**src/rtl/iq_pkg.sv**
```systemverilog
package iq_pkg;
    localparam int IQ_DEPTH = 4;
    localparam int TAG_W    = 6;
    localparam int ROB_W    = 5;
    localparam int SLOT_W   = (IQ_DEPTH > 1) ? $clog2(IQ_DEPTH) : 1;

    typedef logic [TAG_W-1:0]  ptag_t;
    typedef logic [ROB_W-1:0]  rob_t;
    typedef logic [SLOT_W-1:0] slot_t;

    typedef struct packed {
        logic  vld;
        ptag_t src0_tag;
        logic  src0_rdy;
        ptag_t src1_tag;
        logic  src1_rdy;
        ptag_t dst_tag;
        rob_t  rob_idx;
    } iq_ent_t;

    // True when a live broadcast carries the given source tag.
    function automatic logic tag_hit(input logic bc_vld, input ptag_t bc_tag,
                                     input ptag_t src);
        return bc_vld && (bc_tag == src);
    endfunction

    // Index of the lowest empty slot (0 when none is empty).
    function automatic slot_t lowest_clear(input logic [IQ_DEPTH-1:0] v);
        slot_t r;
        r = '0;
        for (int i = IQ_DEPTH - 1; i >= 0; i--) begin
            if (!v[i]) r = slot_t'(i);
        end
        return r;
    endfunction
endpackage

```
**src/rtl/iq_slot.sv**
```systemverilog
module iq_slot
    import iq_pkg::*;
(
    input  logic    clk,
    input  logic    rst,
    input  logic    flush,
    input  logic    wr_en,
    input  iq_ent_t wr_ent,
    input  logic    clr,
    input  logic    wb_valid,
    input  ptag_t   wb_tag,
    output iq_ent_t ent_q,
    output logic    elig
);
    always_ff @(posedge clk) begin
        if (rst || flush) begin
            ent_q <= '0;
        end else if (wr_en) begin
            ent_q <= wr_ent;
        end else begin
            if (clr) ent_q.vld <= 1'b0;
            if (tag_hit(wb_valid, wb_tag, ent_q.src0_tag)) ent_q.src0_rdy <= 1'b1;
            if (tag_hit(wb_valid, wb_tag, ent_q.src1_tag)) ent_q.src1_rdy <= 1'b1;
        end
    end

    assign elig = ent_q.vld && ent_q.src0_rdy && ent_q.src1_rdy;
endmodule

```
**src/rtl/iq_age_matrix.sv**
```systemverilog
module iq_age_matrix #(
    parameter int N = 4
) (
    input  logic                clk,
    input  logic                rst,
    input  logic                flush,
    input  logic                ins_en,
    input  logic [N-1:0]        ins_onehot,
    input  logic [N-1:0]        valid_vec,
    // older[i][j] set: slot j holds an instruction older than slot i
    output logic [N-1:0][N-1:0] older
);
    always_ff @(posedge clk) begin
        if (rst || flush) begin
            older <= '0;
        end else if (ins_en) begin
            for (int i = 0; i < N; i++) begin
                for (int j = 0; j < N; j++) begin
                    if (ins_onehot[i])
                        older[i][j] <= valid_vec[j] && (i != j);
                    else if (ins_onehot[j])
                        older[i][j] <= 1'b0;
                end
            end
        end
    end
endmodule

```
**src/rtl/iq_oldest_pick.sv**
```systemverilog
module iq_oldest_pick #(
    parameter int N  = 4,
    parameter int IW = (N > 1) ? $clog2(N) : 1
) (
    input  logic [N-1:0]        elig,
    input  logic [N-1:0][N-1:0] older,
    output logic [N-1:0]        grant,
    output logic [IW-1:0]       idx,
    output logic                any
);
    for (genvar g = 0; g < N; g++) begin : g_gnt
        assign grant[g] = elig[g] && ((older[g] & elig) == '0);
    end

    always_comb begin
        idx = '0;
        for (int i = 0; i < N; i++) begin
            if (grant[i]) idx = IW'(i);
        end
    end

    assign any = |elig;
endmodule

```
**src/rtl/issue_queue.sv**
```systemverilog
module issue_queue
    import iq_pkg::*;
(
    input  logic             clk,
    input  logic             rst,
    input  logic             flush,
    input  logic             disp_valid,
    input  logic [TAG_W-1:0] disp_src0_tag,
    input  logic             disp_src0_rdy,
    input  logic [TAG_W-1:0] disp_src1_tag,
    input  logic             disp_src1_rdy,
    input  logic [TAG_W-1:0] disp_dst_tag,
    input  logic [ROB_W-1:0] disp_rob_idx,
    input  logic             wb_valid,
    input  logic [TAG_W-1:0] wb_tag,
    input  logic             sb_busy,
    output logic             full,
    output logic             iss_valid,
    output logic [SLOT_W-1:0] iss_slot,
    output logic [TAG_W-1:0] iss_dst_tag,
    output logic [ROB_W-1:0] iss_rob_idx
);
    iq_ent_t                          ents [IQ_DEPTH];
    logic [IQ_DEPTH-1:0]              valid_vec;
    logic [IQ_DEPTH-1:0]              elig_vec;
    logic [IQ_DEPTH-1:0]              grant;
    logic [IQ_DEPTH-1:0]              ins_onehot;
    logic [IQ_DEPTH-1:0][IQ_DEPTH-1:0] older;
    logic                             accept;
    slot_t                            ins_slot;
    slot_t                            pick_idx;
    logic                             pick_any;
    iq_ent_t                          new_ent;

    assign full     = &valid_vec;
    assign accept   = disp_valid && !full && !flush;
    assign ins_slot = lowest_clear(valid_vec);

    always_comb begin
        new_ent          = '0;
        new_ent.vld      = 1'b1;
        new_ent.src0_tag = disp_src0_tag;
        new_ent.src0_rdy = disp_src0_rdy || tag_hit(wb_valid, wb_tag, disp_src0_tag);
        new_ent.src1_tag = disp_src1_tag;
        new_ent.src1_rdy = disp_src1_rdy || tag_hit(wb_valid, wb_tag, disp_src1_tag);
        new_ent.dst_tag  = disp_dst_tag;
        new_ent.rob_idx  = disp_rob_idx;
    end

    for (genvar g = 0; g < IQ_DEPTH; g++) begin : g_slot
        assign ins_onehot[g] = accept && (ins_slot == slot_t'(g));
        assign valid_vec[g]  = ents[g].vld;

        iq_slot u_slot (
            .clk      (clk),
            .rst      (rst),
            .flush    (flush),
            .wr_en    (ins_onehot[g]),
            .wr_ent   (new_ent),
            .clr      (iss_valid && grant[g]),
            .wb_valid (wb_valid),
            .wb_tag   (wb_tag),
            .ent_q    (ents[g]),
            .elig     (elig_vec[g])
        );
    end

    iq_age_matrix #(.N(IQ_DEPTH)) u_age (
        .clk        (clk),
        .rst        (rst),
        .flush      (flush),
        .ins_en     (accept),
        .ins_onehot (ins_onehot),
        .valid_vec  (valid_vec),
        .older      (older)
    );

    iq_oldest_pick #(.N(IQ_DEPTH), .IW(SLOT_W)) u_pick (
        .elig  (elig_vec),
        .older (older),
        .grant (grant),
        .idx   (pick_idx),
        .any   (pick_any)
    );

    assign iss_valid   = pick_any && !sb_busy && !flush;
    assign iss_slot    = pick_idx;
    assign iss_dst_tag = ents[pick_idx].dst_tag;
    assign iss_rob_idx = ents[pick_idx].rob_idx;
endmodule

```
**config.mk**
```make
export PLATFORM = sky130hd
export DESIGN_NAME = issue_queue
export DESIGN_NICKNAME = d
export VERILOG_FILES = /design/src/rtl/iq_pkg.sv /design/src/rtl/iq_slot.sv /design/src/rtl/iq_age_matrix.sv /design/src/rtl/iq_oldest_pick.sv /design/src/rtl/issue_queue.sv
export SDC_FILE = /design/constraint.sdc
export NUM_CORES = 1
export LEC_CHECK = 0
export BUFFER_PORTS_ARGS = -buffer_cell sky130_fd_sc_hd__clkbuf_2
export CORE_MARGIN = 2
export CORE_UTILIZATION = 35
export CTS_CLUSTER_SIZE = 10
export DETAILED_ROUTE_END_ITERATION = 10
export GPL_TIMING_DRIVEN = 1
export PLACE_DENSITY = 0.62
export SLEW_MARGIN = 20
export SYNTH_ARGS = -nofsm -noshare
export SYNTH_HDL_FRONTEND = slang
export SYNTH_HIERARCHICAL = 1
export SYNTH_SLANG_ARGS = --single-unit
```
**constraint.sdc**
```tcl
create_clock -name clk -period 2.62 [get_ports clk]
set_input_delay 0.393 -clock clk [delete_from_list [all_inputs] [get_ports clk]]
set_output_delay 0.393 -clock clk [all_outputs]
set_load 0.01 [all_outputs]
```
==> results.txt, run 1 <==
The flow ran to the end, but the final reports show violations. The final reports fail on setup timing. The detailed router finished its first iteration with 181 violations. CTS built an H-tree with a depth of 4. The mean number of vias per cell was 4.99. The post-synthesis cell area was 0.00550 mm^2. The area added between synthesis and finish is 23.0%, and the worst-case hold slack is 0.277 ns. Counting I/O delays and the setup requirement, the final critical path takes 2.74 ns. For this run, asynchronously set or reset flops after synthesis account for 0%. TritonCTS created 17 clock buffers. The congestion estimate from routability-driven global placement came to 0.854. The final worst slack is -0.123 ns, and the post-detailed-placement half-perimeter wirelength is 9820 um. The maximum number of pins on one net before global-route repair was 35. Final net count: 648. The post-synthesis cell count is 539, and the instance area after placement is 0.00608 mm^2. The leakage power figure was 2.52 nW. Of the total power, the clock network draws 52.8%. The run gives 6.4% as the combinational power share. The count of flip-flops with a built-in enable after synthesis came out at 0. The post-route netlist has 21.8% of its cells at a drive strength greater than 1.

The largest vdd supply drop was 0.341 mV; the biggest cell delay along the critical path was 0.51 ns. The critical path goes through and3_4, a22oi_2, nand4b_1, a21bo_4, buf_12, mux4_2, clkbuf_2. The clock reaches the later pin of the worst-skew pair after 0.41 ns. The capturing instance or port of the critical path is iss_dst_tag[3]. The mean routed wirelength per cell was 17.4 um; the final-report hold violation count was 0. In this run the clock root is driven by a clkbuf_16. For the row count, the log shows 45. With fillers left out, the area of the finished cells amounts to 0.00677 mm^2. The final worst-path cycle share is 105%.

Internal power comes to 3.41 mW. Net switching is 21.7% of the power. The pre-antenna-repair detailed-routing pass consisted of 5 iterations. Global routing finished with a remaining overflow of 0.

The longest clock path from root to sink contains 2 buffers. After detailed routing, the number of remaining DRC violations is 0. TritonCTS built the clock tree. In this run the worst path has a maximum fanout of 5. The setup-violating endpoint count in the final report is 11, and the number of distinct library cells after synthesis is 42. The worst hold path belongs to the class input pin to flop.

For the via count of the first global-routing pass, the log shows 4213. For this configuration, the core starts out at a cell density of 36.1%. The start point of the critical path is g_slot[0].u_slot/ent_q[25]. Number of pins with negative max-slew slack in the final report: 0. The depth of the most critical reg-to-reg path came out at 7. In this run the power density over the cells is 644 mW/mm^2. The remaining number of nets flagged by the antenna check after routing was 0. Yosys attributes the largest share of cell area to dfxtp_1 (42%), mux2i_1 (17%), xor2_1 (7.3%). The slowest library cell on the worst path was mux4_2.

Per report_power, the sequential group accounts for 40.9% of the total. At the pin with the least slew margin, the transition time is 0.665 ns. The logs give 0 for the number of antenna violations at the first check in global routing and 365 MHz for the upper clock frequency limit.

The worst setup path is launched from a flop. The tools report the hold buffer count at cts as 0. The tools report the switching power summed over all nets as 0.948 mW. In this run the count of I/O pins placed on the die edge is 52. The post-CTS clock slew at the launch and capture registers of the worst setup and hold paths is 0.05 ns, and the worst path buffer plus inverter count is 2. The worst register-to-register path has a setup slack of 0.62 ns.

For this block, the routed nets add up to 14500 um of wire. Yosys printed 6 warnings. The routed via count came out at 4165. For the final core utilization, the log shows 44.4%. In this run the critical register-to-register path is launched from g_slot[2].u_slot/ent_q[25]. The first global-routing pass estimated 22800 um of wire. The worst register-to-register path ends at g_slot[1].u_slot/ent_q[25].

The area fraction of the dominant cell type after synthesis works out to 42.2%. Summing the sequential cell areas from Yosys gives 42.2% of the chip area. For the final database, setup skew stands at 0.00778 ns. The die covers 0.0167 mm^2.

The combined global-route utilization of all metal layers came out at 18.1%. The most instantiated flip-flop cell in the synthesis netlist was dfxtp_1. The tool flagged a number of max-cap violations equal to 0.

The tools report the worst endpoint required time as 2.23 ns. Clock tree synthesis found a total of 116 sinks. The number of stages on the worst setup path was 7; the mean instance size in the synthesized netlist was 10.2 um^2. The kind of cell with the highest combined delay along the critical path is multiplexers.

Measured against its own limit, the worst slew margin works out to 55.7%. From left edge to right edge, the die measures 129 um. The tools report the arrival time at the worst endpoint as 2.35 ns. The number of antenna diodes in the final layout is 0.

The vertical extent of the die is 129 um, and the number of buffer cells added on primary ports is 51. Of all cell types, the one taking the most synthesized area is dfxtp_1. After floorplanning, the core was sized to cover 0.0153 mm^2. The kind of end point of the critical path was an output port. Timing analysis after detailed placement gives a worst setup slack of 0.183 ns. Setup repair after global routing could not meet its margin everywhere.

The number of synthesized register bits came out at 116. The critical path start-end classification is flop to output port.
==> metal layers <==
layer / up-vias / part of all wire [%] / GRT usage [%]
met5: - / 0 / 0
met3: 16 / 4.3 / 3.80
met1: 2033 / 47 / 24.0
met2: 101 / 48 / 29.2
li1: 2015 / - / -
met4: 0 / 1.4 / 6.27
==> how the worst min path moves through the flow <==
| stage | depth (start not counted) | slack, ns | endpoint | startpoint |
|---|---|---|---|---|
| after floorplan | 1 | 0.44 | g_slot[0].u_slot/ent_q[11] | g_slot[0].u_slot/ent_q[11] |
| after global placement | 1 | 0.45 | g_slot[2].u_slot/ent_q[11] | g_slot[2].u_slot/ent_q[11] |
| after detailed placement | 1 | 0.47 | g_slot[3].u_slot/ent_q[11] | g_slot[3].u_slot/ent_q[11] |
| after CTS | 3 | 0.26 | g_slot[3].u_slot/ent_q[7] | disp_dst_tag[2] |
| after global routing | 3 | 0.29 | g_slot[2].u_slot/ent_q[3] | disp_rob_idx[3] |
| final | 3 | 0.28 | g_slot[3].u_slot/ent_q[7] | disp_dst_tag[2] |
==> repair_timing <==
action | in CTS | in global routing
pin swaps | 5 | 3
gates resized for setup | 14 | 8
setup buffers | 2 | 0
cloned | 1 | 0
setup endpoints to repair | 11 | 11
==> cell usage after synthesis (2+ instances only) <==
cell and instances:
a2111oi_2 4, a21oi_1 8, a22oi_1 3, a32o_1 6, a41o_1 2, and2_1 4, and3_1 4, and4bb_1 2
buf_2 7, buf_4 12, buf_6 6, clkbuf_1 8, conb_1 2, dfxtp_1 116, inv_1 13, mux2i_1 96
mux4_2 10, nand2_1 5, nand3_1 4, nand4_1 4, nand4b_1 3, nand4bb_1 3, nor2_1 102, nor3_1 2
nor3b_1 7, nor4_1 8, o21a_1 3, o21ai_0 7, o22ai_1 6, o31a_1 4, or2_1 4, or3b_1 6
xnor2_1 14, xor2_1 46
==> power by group through the flow <==
stage	logic (mW)	clock network [mW]	registers [mW]
2_1_floorplan	0.153	0	1.82
3_3_place_gp	0.273	0	1.82
3_5_place_dp	0.276	0	1.82
4_1_cts	0.278	2.33	1.78
5_1_grt	0.301	2.41	1.78
6_report	0.278	2.30	1.78
==> logic make-up (layout without fill, tap and decap cells) <==
logic type,Yosys count,after routing,synth area share [%]
XOR/XNOR,60,60,9.55
AND/OR/NAND/NOR,163,163,14.8
buffers and inverters,46,124,4.93
other,2,8,0.136
multiplexers,107,107,22.0
AO/OA/AOI/OAI,45,45,6.39
flip-flops,116,116,42.2
==> registers in the layout, indices dropped and copies added, names as in the netlist <==
name	count
g_slot.u_slot/ent_q	104
u_age/older	12
==> tightest hold or removal path, stage by stage <==
cell	delay, ns
clkbuf_2	0.11
mux2i_1	0.07
nor2_1	0.07
==> cell usage in the layout (no fill, tap or decap), types with 8 or more instances in the layout <==
| cell | netlist | final |
|---|---|---|
| dfxtp_1 | 116 | 114 |
| nor2_1 | 102 | 100 |
| mux2i_1 | 96 | 96 |
| clkbuf_2 | 0 | 49 |
| xor2_1 | 46 | 46 |
| buf_4 | 12 | 23 |
| clkbuf_16 | 0 | 17 |
| xnor2_1 | 14 | 14 |
| inv_1 | 13 | 13 |
| mux4_2 | 10 | 11 |
| a21oi_1 | 8 | 8 |
| conb_1 | 2 | 8 |
| nor4_1 | 8 | 8 |
==> area by class of cell <==
cell class | instances | area [um^2]
flip-flops and latches | 116 | 2330
clock buffers | 21 | 460
multi-input cells | 383 | 2980
well taps | 211 | 264
fillers | 1470 | 8490
clock inverters | 10 | 131
repair buffers | 80 | 553
inverters | 13 | 48.8
==> per-stage QoR <==
stage,setup TNS [ns],power [mW],std cells
global placement,0,2.09,800
global route,-1.74,4.50,834
finish,-1.04,4.36,834
floorplan,0,1.97,545
detailed placement,0,2.09,800
CTS,-0.950,4.39,834
(Power assumes the default switching activity.)
==> inputs of run 2 (changes only) <==
ABC_AREA = 1   (was unset)
CORE_UTILIZATION = 50   (was 35)
GPL_TIMING_DRIVEN = unset   (was 1)
PLACE_DENSITY = 0.79   (was 0.62)
==> results.txt, run 2 <==
The fraction of final layout cells sized beyond drive strength 1 came out at 19.5% (-2.4 points). The mean instance size in the synthesized netlist is 6.61 um^2 (-35%), and the number of fillers in the final layout is 1085 (-26%). The number of distinct library cells after synthesis is 26 (-38%).

Setup repair after global routing left no endpoint under its margin. The largest registers in the layout are g_slot.u_slot/ent_q (104), u_age/older (12). The upper clock frequency limit came out at 401 MHz (+10%). Overall die width: 114 um (-12%). The number of synthesized register bits is 116 (unchanged). The logs give 0.0130 mm^2 (-23%) for the die outline area and 0.886 (+3.8%) for the global placer's final weighted congestion. The final-report hold violation count is 0 (unchanged), and the final routed wirelength across all metal layers is 17000 um (+17%).

TritonCTS built the clock tree. For the routed via count, the log shows 5995 (+44%). The run gives 0.00603 mm^2 (+9.6%) as the post-synthesis cell area. The power density over the cells was 611 mW/mm^2 (-5.1%); the post-CTS clock slew at the launch and capture registers of the worst setup and hold paths was 0.06 ns (about the same).

The flip-flop count of the largest register after layout works out to 104 (unchanged). In the layout the commonest cells are nand2_1 (309), dfxtp_1 (113), nor2_1 (93), inv_1 (86), a21oi_1 (63). Yosys synthesis warning count: 6 (unchanged). Largest vdd supply drop: 0.512 mV (+50%).

Number of buffer cells added on primary ports: 51 (unchanged). The final worst-path cycle share was 95.2% (-9.5 points); the initial detailed-routing violation count was 537 (+200%). The worst endpoint required time is 2.23 ns (about the same), and the share of flip-flops with an asynchronous set or reset after synthesis is 0% (unchanged). The number of antenna violations at the first check in global routing is 0 (unchanged), and the final worst slack is 0.125 ns (+0.248 ns).

The tools report the worst slew margin relative to its limit as 52.3% (-3.4 points). The vertical extent of the die works out to 114 um (-12%). By area the synthesized netlist is led by dfxtp_1 (38%), nand2_1 (19%), a21oi_2 (6.7%). For the area used by sequential logic in the layout, the log shows 0.00233 mm^2 (about the same). The tools report the placement-stage worst setup slack as 0.285 ns (+0.102 ns).

Yosys instantiated no cell more often than nand2_1. g_slot.u_slot/ent_q holds more flip-flops than any other register. The row count came out at 40 (-11%). The largest fanout on the critical path is 12 (+7). Sorting the synthesized cells by how often they occur yields nand2_1 (313), dfxtp_1 (116), nor2_1 (100). The remaining number of nets flagged by the antenna check after routing came out at 0 (unchanged).

For the via count of the first global-routing pass, the log shows 5594 (+33%). The setup-violating endpoint count in the final report is 0 (-11), and the wire length of the first global-routing pass is 27500 um (+20%). The mean number of vias per cell was 5.29 (+6.0%). The number of CTS-inserted buffers came out at 17 (unchanged). The min-delay analysis places its worst path in the category input pin to flop.

The combined global-route utilization of all metal layers came out at 27.0% (+9.0 points). The logs give 0 ns (+1.04 ns) for the setup total negative slack and 2.83 nW (+12%) for the leakage power figure. For the CTS sink count, the log shows 116 (unchanged).

The logs give 38.5% (-3.7 points) for the fraction of the yosys area taken by sequential cells and 0.0124 ns (+0.00460 ns) for the final clock skew. The tools report the number of buffers between clock root and the deepest sink as 2 (unchanged). Final net count: 1011 (+56%).

The number of levels in the clock H-tree was 4 (unchanged). For this run, the leading register cell type out of synthesis is dfxtp_1. Area fraction of the dominant cell type after synthesis: 38.5% (-3.7 points). The tools report the number of pins with negative max-slew slack in the final report as 0 (unchanged). The tools report the post-synthesis cell count as 913 (+69%).

STA classifies the critical path endpoint as an output port. The cell depth of the worst min-delay path was 3 (unchanged). The aggregate global routing overflow is 0 (unchanged), and the depth of the most critical reg-to-reg path is 10 (+3).

The tools report the DRC violation count after routing as 0 (unchanged). The mean routed wirelength per cell came out at 15.0 um (-14%). The tools report the hold buffer count at cts as 0 (unchanged).

The time the worst path needs with I/O delays and setup is 2.49 ns (-0.248 ns), and the final antenna diode count is 0 (unchanged). The area added between synthesis and finish is 17.0%. The maximum number of pins on one net before global-route repair came out at 34 (-2.9%).

The library cell used most frequently in the layout, excluding fill and tap cells, is nand2_1. Insertion delay to the later sink of the worst-skew pair: 0.42 ns (about the same). The total I/O pin count was 52 (unchanged); the register-to-register setup slack was 0.58 ns (-0.04 ns). In this run the clock root is driven by a clkbuf_16. The flow ran to the end, and the final reports show no timing, DRC or antenna violations. The type of element launching the critical path is a flop. The slew of the pin with the lowest slew margin came out at 0.715 ns (+0.0499 ns). The count of flip-flops with a built-in enable after synthesis was 0 (unchanged). The tools report the max capacitance violation total as 0 (unchanged). Starting utilization of the core area: 50.6% (+15 points). For the detailed-router iteration count before antenna repair, the log shows 6 (+1). Post-detailed-placement half-perimeter wirelength: 11300 um (+15%). The worst setup path is of the flop to output port kind.

Top cell type by total area after synthesis: dfxtp_1. The multi-input gate area in the final layout is 0.00313 mm^2 (+4.8%). The logs give 0.0119 mm^2 (-22%) for the area of the placeable core and 2.10 ns (-0.25 ns) for the arrival time at the worst endpoint.
==> run 2: cell count changes after synthesis, moves of 16 or more <==
cell,before,now
inv_2,0,18
xor2_1,46,4
nand3_1,4,20
mux2i_1,96,0
a21oi_2,0,46
a21oi_1,8,64
o21ai_0,7,51
o21ai_1,0,18
inv_1,13,86
nand2_1,5,313
==> run 2: layout make-up <==
cell class | count | area share, %
clock inverter | 10 | 1.52
timing repair inverter | 1 | 0.106
sequential | 116 | 33.0
multi-input combinational | 661 | 44.3
timing repair buffer | 72 | 6.24
tap | 147 | 2.61
clock buffer | 21 | 6.52
inverter | 105 | 5.71
==> run 2: stage by stage <==
stage | power [mW] | util [%] | hold slack, ns | instance area, um^2 | instances
after floorplan | 2.01 | - | 0.436 | 6050 | 919
after detailed placement | 2.12 | 53.4 | 0.455 | 6360 | 1096
after CTS | 4.35 | 58.3 | 0.252 | 6950 | 1127
final | 4.31 | 59.3 | 0.268 | 7060 | 1133
after global routing | 4.47 | 59.3 | 0.272 | 7060 | 1133
after global placement | 2.12 | 53.4 | 0.452 | 6360 | 1096
==> run 2: timing repair <==
item	CTS	global route
resized for setup	6	23
pin swaps	0	6
setup buffers	0	4
setup endpoints to repair	11	11
cloned	0	2
==> run 2: kinds of logic (layout without fill, tap and decap cells) <==
kind of cell,after synthesis,in the layout,share of synthesized area [%]
simple gates,446,446,29.1
other cells,2,8,0.125
flops,116,116,38.5
compound gates,195,195,19.5
xor+xnor,12,12,1.74
buf+inv,142,209,11.1
==> run 2: worst paths after layout <==
kind,start,endpoint
worst max-delay path,g_slot[0].u_slot/ent_q[25],iss_dst_tag[3]
worst min-delay path,disp_dst_tag[4],g_slot[3].u_slot/ent_q[9]
worst max register to register,g_slot[3].u_slot/ent_q[25],g_slot[2].u_slot/ent_q[9]
worst min register to register,u_age/older[11],u_age/older[11]
==> run 2: metal layers <==
metal / up-vias / global-route usage (%) / part of all wire [%]
met3: 32 / 6.43 / 7.5
li1: 2974 / - / -
met2: 271 / 46.1 / 48
met1: 2718 / 33.3 / 43
met4: 0 / 10.1 / 2.1
met5: - / 0 / 0
==> run 2: power breakdown <==
group	switching (mW)	internal (mW)
Sequential	0.00662	1.78
Combinational	0.220	0.0902
Clock	0.789	1.43
==> run 2: critical path, cell delays in order (launching register included) <==
cell and delay [ns]:
dfxtp_1 0.31, nand2_1 0.11, nor2_4 0.06, buf_4 0.14
nand2_1 0.05, nand2_1 0.07, nor2_2 0.13, nand2_1 0.10
nand2_4 0.12, buf_6 0.15, o21ai_1 0.08, o22ai_1 0.20
buf_2 0.17
==> inputs of run 3 (changes only) <==
--- a/config.mk
+++ b/config.mk
@@ -13,3 +13,3 @@
 export DETAILED_ROUTE_END_ITERATION = 10
-export PLACE_DENSITY = 0.79
+export PLACE_DENSITY = 0.67
 export SLEW_MARGIN = 20
==> constraint.sdc (replaced) <==
create_clock -name clk -period 2.62 [get_ports clk]
set_input_delay 0.524 -clock clk [delete_from_list [all_inputs] [get_ports clk]]
set_output_delay 0.524 -clock clk [all_outputs]
set_load 0.01 [all_outputs]
==> results.txt, run 3 (synthesis results as in run 2) <==
The tools report the worst slew margin relative to its limit as 64.7% (+12 points). The via count of the first global-routing pass was 5311 (-5.1%). The critical path start-end classification is flop to output port. The tools report the combinational power share as 6.9% (-0.3 points). Number of CTS-inserted buffers: 17 (unchanged). The run gives 0.849 (-4.2%) as the global placer's final weighted congestion.

The run gives 39.7% (-1.6 points) as the share of power burned in registers. The mean number of vias per cell is 5.16 (-2.6%). The number of pins with negative max-slew slack in the final report is 0 (unchanged). The final-report hold violation count came out at 0 (unchanged). The area added between synthesis and finish came out at 19.0%. Leaving out fill and tap cells, the most frequent cells in the layout are nand2_1 (309), dfxtp_1 (112), nor2_1 (89), inv_1 (85), a21oi_1 (63). The arrival time at the worst endpoint is 2.07 ns (-0.03 ns). The run finished with clean final reports. The final worst-path cycle share was 99.0% (+3.8 points). For the detailed-router iteration count before antenna repair, the log shows 6 (unchanged). The vertical extent of the die is 114 um (unchanged).

The run gives 53.4% (+1.9 points) as the part of the total power dissipated in the clock network. The worst setup path is launched from a flop. The tools report the setup-violating endpoint count in the final report as 0 (unchanged). For the wire length of the first global-routing pass, the log shows 27000 um (-1.6%). The initial detailed-routing violation count is 476 (-11%), and the remaining number of nets flagged by the antenna check after routing is 0 (unchanged).

The cell internal power dissipation is 3.46 mW (+5.0%). The run gives 0.0252 ns (-0.100 ns) as the final worst slack. The switching power summed over all nets is 1.03 mW (+1.6%). For the insertion delay to the later sink of the worst-skew pair, the log shows 0.42 ns (about the same).

The tools report the row count as 40 (unchanged). The kind of end point of the critical path was an output port. For the maximum number of pins on one net before global-route repair, the log shows 34 (unchanged).

The largest registers in the layout are g_slot.u_slot/ent_q (104), u_age/older (12). The top register by number of flip-flops was g_slot.u_slot/ent_q. In this run the worst hold path is classified as input pin to flop. The largest fanout on the critical path is 8 (-4), and the largest vdd supply drop is 0.577 mV (+13%). The aggregate global routing overflow is 0 (unchanged). The run gives 0 (unchanged) as the DRC violation count after routing. Combined global-route utilization of all metal layers: 26.9% (-0.15 points). The die outline area is 0.0130 mm^2 (unchanged). The clock root buffer was clkbuf_16.

The switching share of power was 22.9% (-0.59 points). The placement-stage worst setup slack is 0.337 ns (+0.0524 ns), and the mean routed wirelength per cell is 14.9 um (-0.66%). The CTS sink count was 116 (unchanged); the cell depth of the worst min-delay path was 3 (unchanged).

The run gives 2 (unchanged) as the number of buffers between clock root and the deepest sink. Setup repair after global routing could not meet its margin everywhere. The depth of the most critical reg-to-reg path came out at 9 (-1). The final routed wirelength across all metal layers is 16900 um (-0.48%), and the overall die width is 114 um (unchanged). The tools report the total power of the final layout as 4.49 mW (+4.2%). The run gives 2.90 nW (+2.6%) as the leakage power figure.

The number of antenna violations at the first check in global routing was 0 (unchanged). For the max capacitance violation total, the log shows 0 (unchanged). The tools report the final net count as 1015 (+0.40%). The tools report the number of levels in the clock H-tree as 4 (unchanged).

The area of the placeable core is 0.0119 mm^2 (unchanged), and the flip-flop count of the largest register after layout is 104 (unchanged). Fraction of final layout cells sized beyond drive strength 1: 20.7% (+1.3 points). The post-detailed-placement half-perimeter wirelength came out at 11200 um (-1.2%). The time the worst path needs with I/O delays and setup works out to 2.59 ns (+0.100 ns).

For the upper clock frequency limit, the log shows 385 MHz (-3.9%). The total I/O pin count is 52 (unchanged). The final antenna diode count is 0 (unchanged), and the starting utilization of the core area is 50.6% (unchanged).

The slew of the pin with the lowest slew margin was 0.529 ns (-0.187 ns). Most common cell after layout, fill and taps aside: nand2_1. Number of buffer cells added on primary ports: 51 (unchanged). The post-CTS clock slew at the launch and capture registers of the worst setup and hold paths came out at 0.05 ns (about the same).

The power density over the cells came out at 626 mW/mm^2 (+2.5%). TritonCTS built the clock tree. The routed via count was 5852 (-2.4%). The worst endpoint required time is 2.10 ns (-0.13 ns), and the final clock skew is 0.00687 ns (-0.00551 ns).
-- run 3: changes by cell type in the layout (fill, tap and decap cells not counted), sizes merged --
cell      delta
clkinvlp     -3
clkbuf      -12
bufinv       +2
clkinv       +1
buf         +15
inv          -1
-- run 3: per-stage QoR --
step                setup TNS [ns]  utilization, %  cells  hold slack [ns]  instance area [um^2]
floorplan                        0               -    919            0.436                  6050
global placement                 0            53.9   1101            0.450                  6410
detailed placement               0            53.9   1101            0.455                  6410
CTS                              0            59.1   1130            0.380                  7040
global route                -0.901            60.2   1135            0.397                  7180
finish                           0            60.2   1135            0.390                  7180
-- run 3: final cells by class --
type	count	area (um^2)
Fill cell	1164	4740
Multi-Input combinational cell	661	3140
Sequential cell	116	2330
Timing Repair Buffer	77	510
Clock buffer	19	443
Inverter	105	408
Tap cell	147	184
Clock inverter	10	159
-- run 3: critical path, cell delays in order (launching register included) --
cell and delay, ns:
dfxtp_1 0.34, nand2_2 0.07, nor2_4 0.15, nand2_1 0.07, nor2_1 0.10, nand2_1 0.09, nand2_1 0.08, nand2_2 0.09
buf_12 0.15, buf_8 0.13, o21ai_1 0.16, o22ai_1 0.09, buf_2 0.14
-- run 3: timing repair --
item	4_1_cts	5_1_grt
pin swaps	0	8
gates resized for setup	8	42
endpoints found under the setup margin	11	11
setup buffers	0	5
hold buffers	0	0
-- run 3: worst paths after layout --
path / startpoint / slack [ns] / to
min reg2reg: g_slot[0].u_slot/ent_q[8] / 0.46 / g_slot[0].u_slot/ent_q[8]
min: disp_dst_tag[3] / 0.39 / g_slot[1].u_slot/ent_q[8]
max: g_slot[2].u_slot/ent_q[25] / 0.03 / iss_dst_tag[4]
max reg2reg: g_slot[3].u_slot/ent_q[25] / 0.76 / g_slot[3].u_slot/ent_q[20]
-- run 3: per-layer routing --
layer	global-route usage, %	vias to the layer above	share of wire (%)
li1	-	2974	-
met1	33.4	2661	45
met2	45.9	188	48
met3	5.90	29	5.7
met4	10.0	0	1.7
met5	0	-	0
-- run 3: power groups by stage --
stage / combinational (mW) / sequential [mW] / clock [mW]
global placement: 0.305 / 1.82 / 0
finish: 0.311 / 1.78 / 2.40
CTS: 0.309 / 1.78 / 2.42
floorplan: 0.186 / 1.82 / 0
detailed placement: 0.306 / 1.82 / 0
global route: 0.348 / 1.78 / 2.51
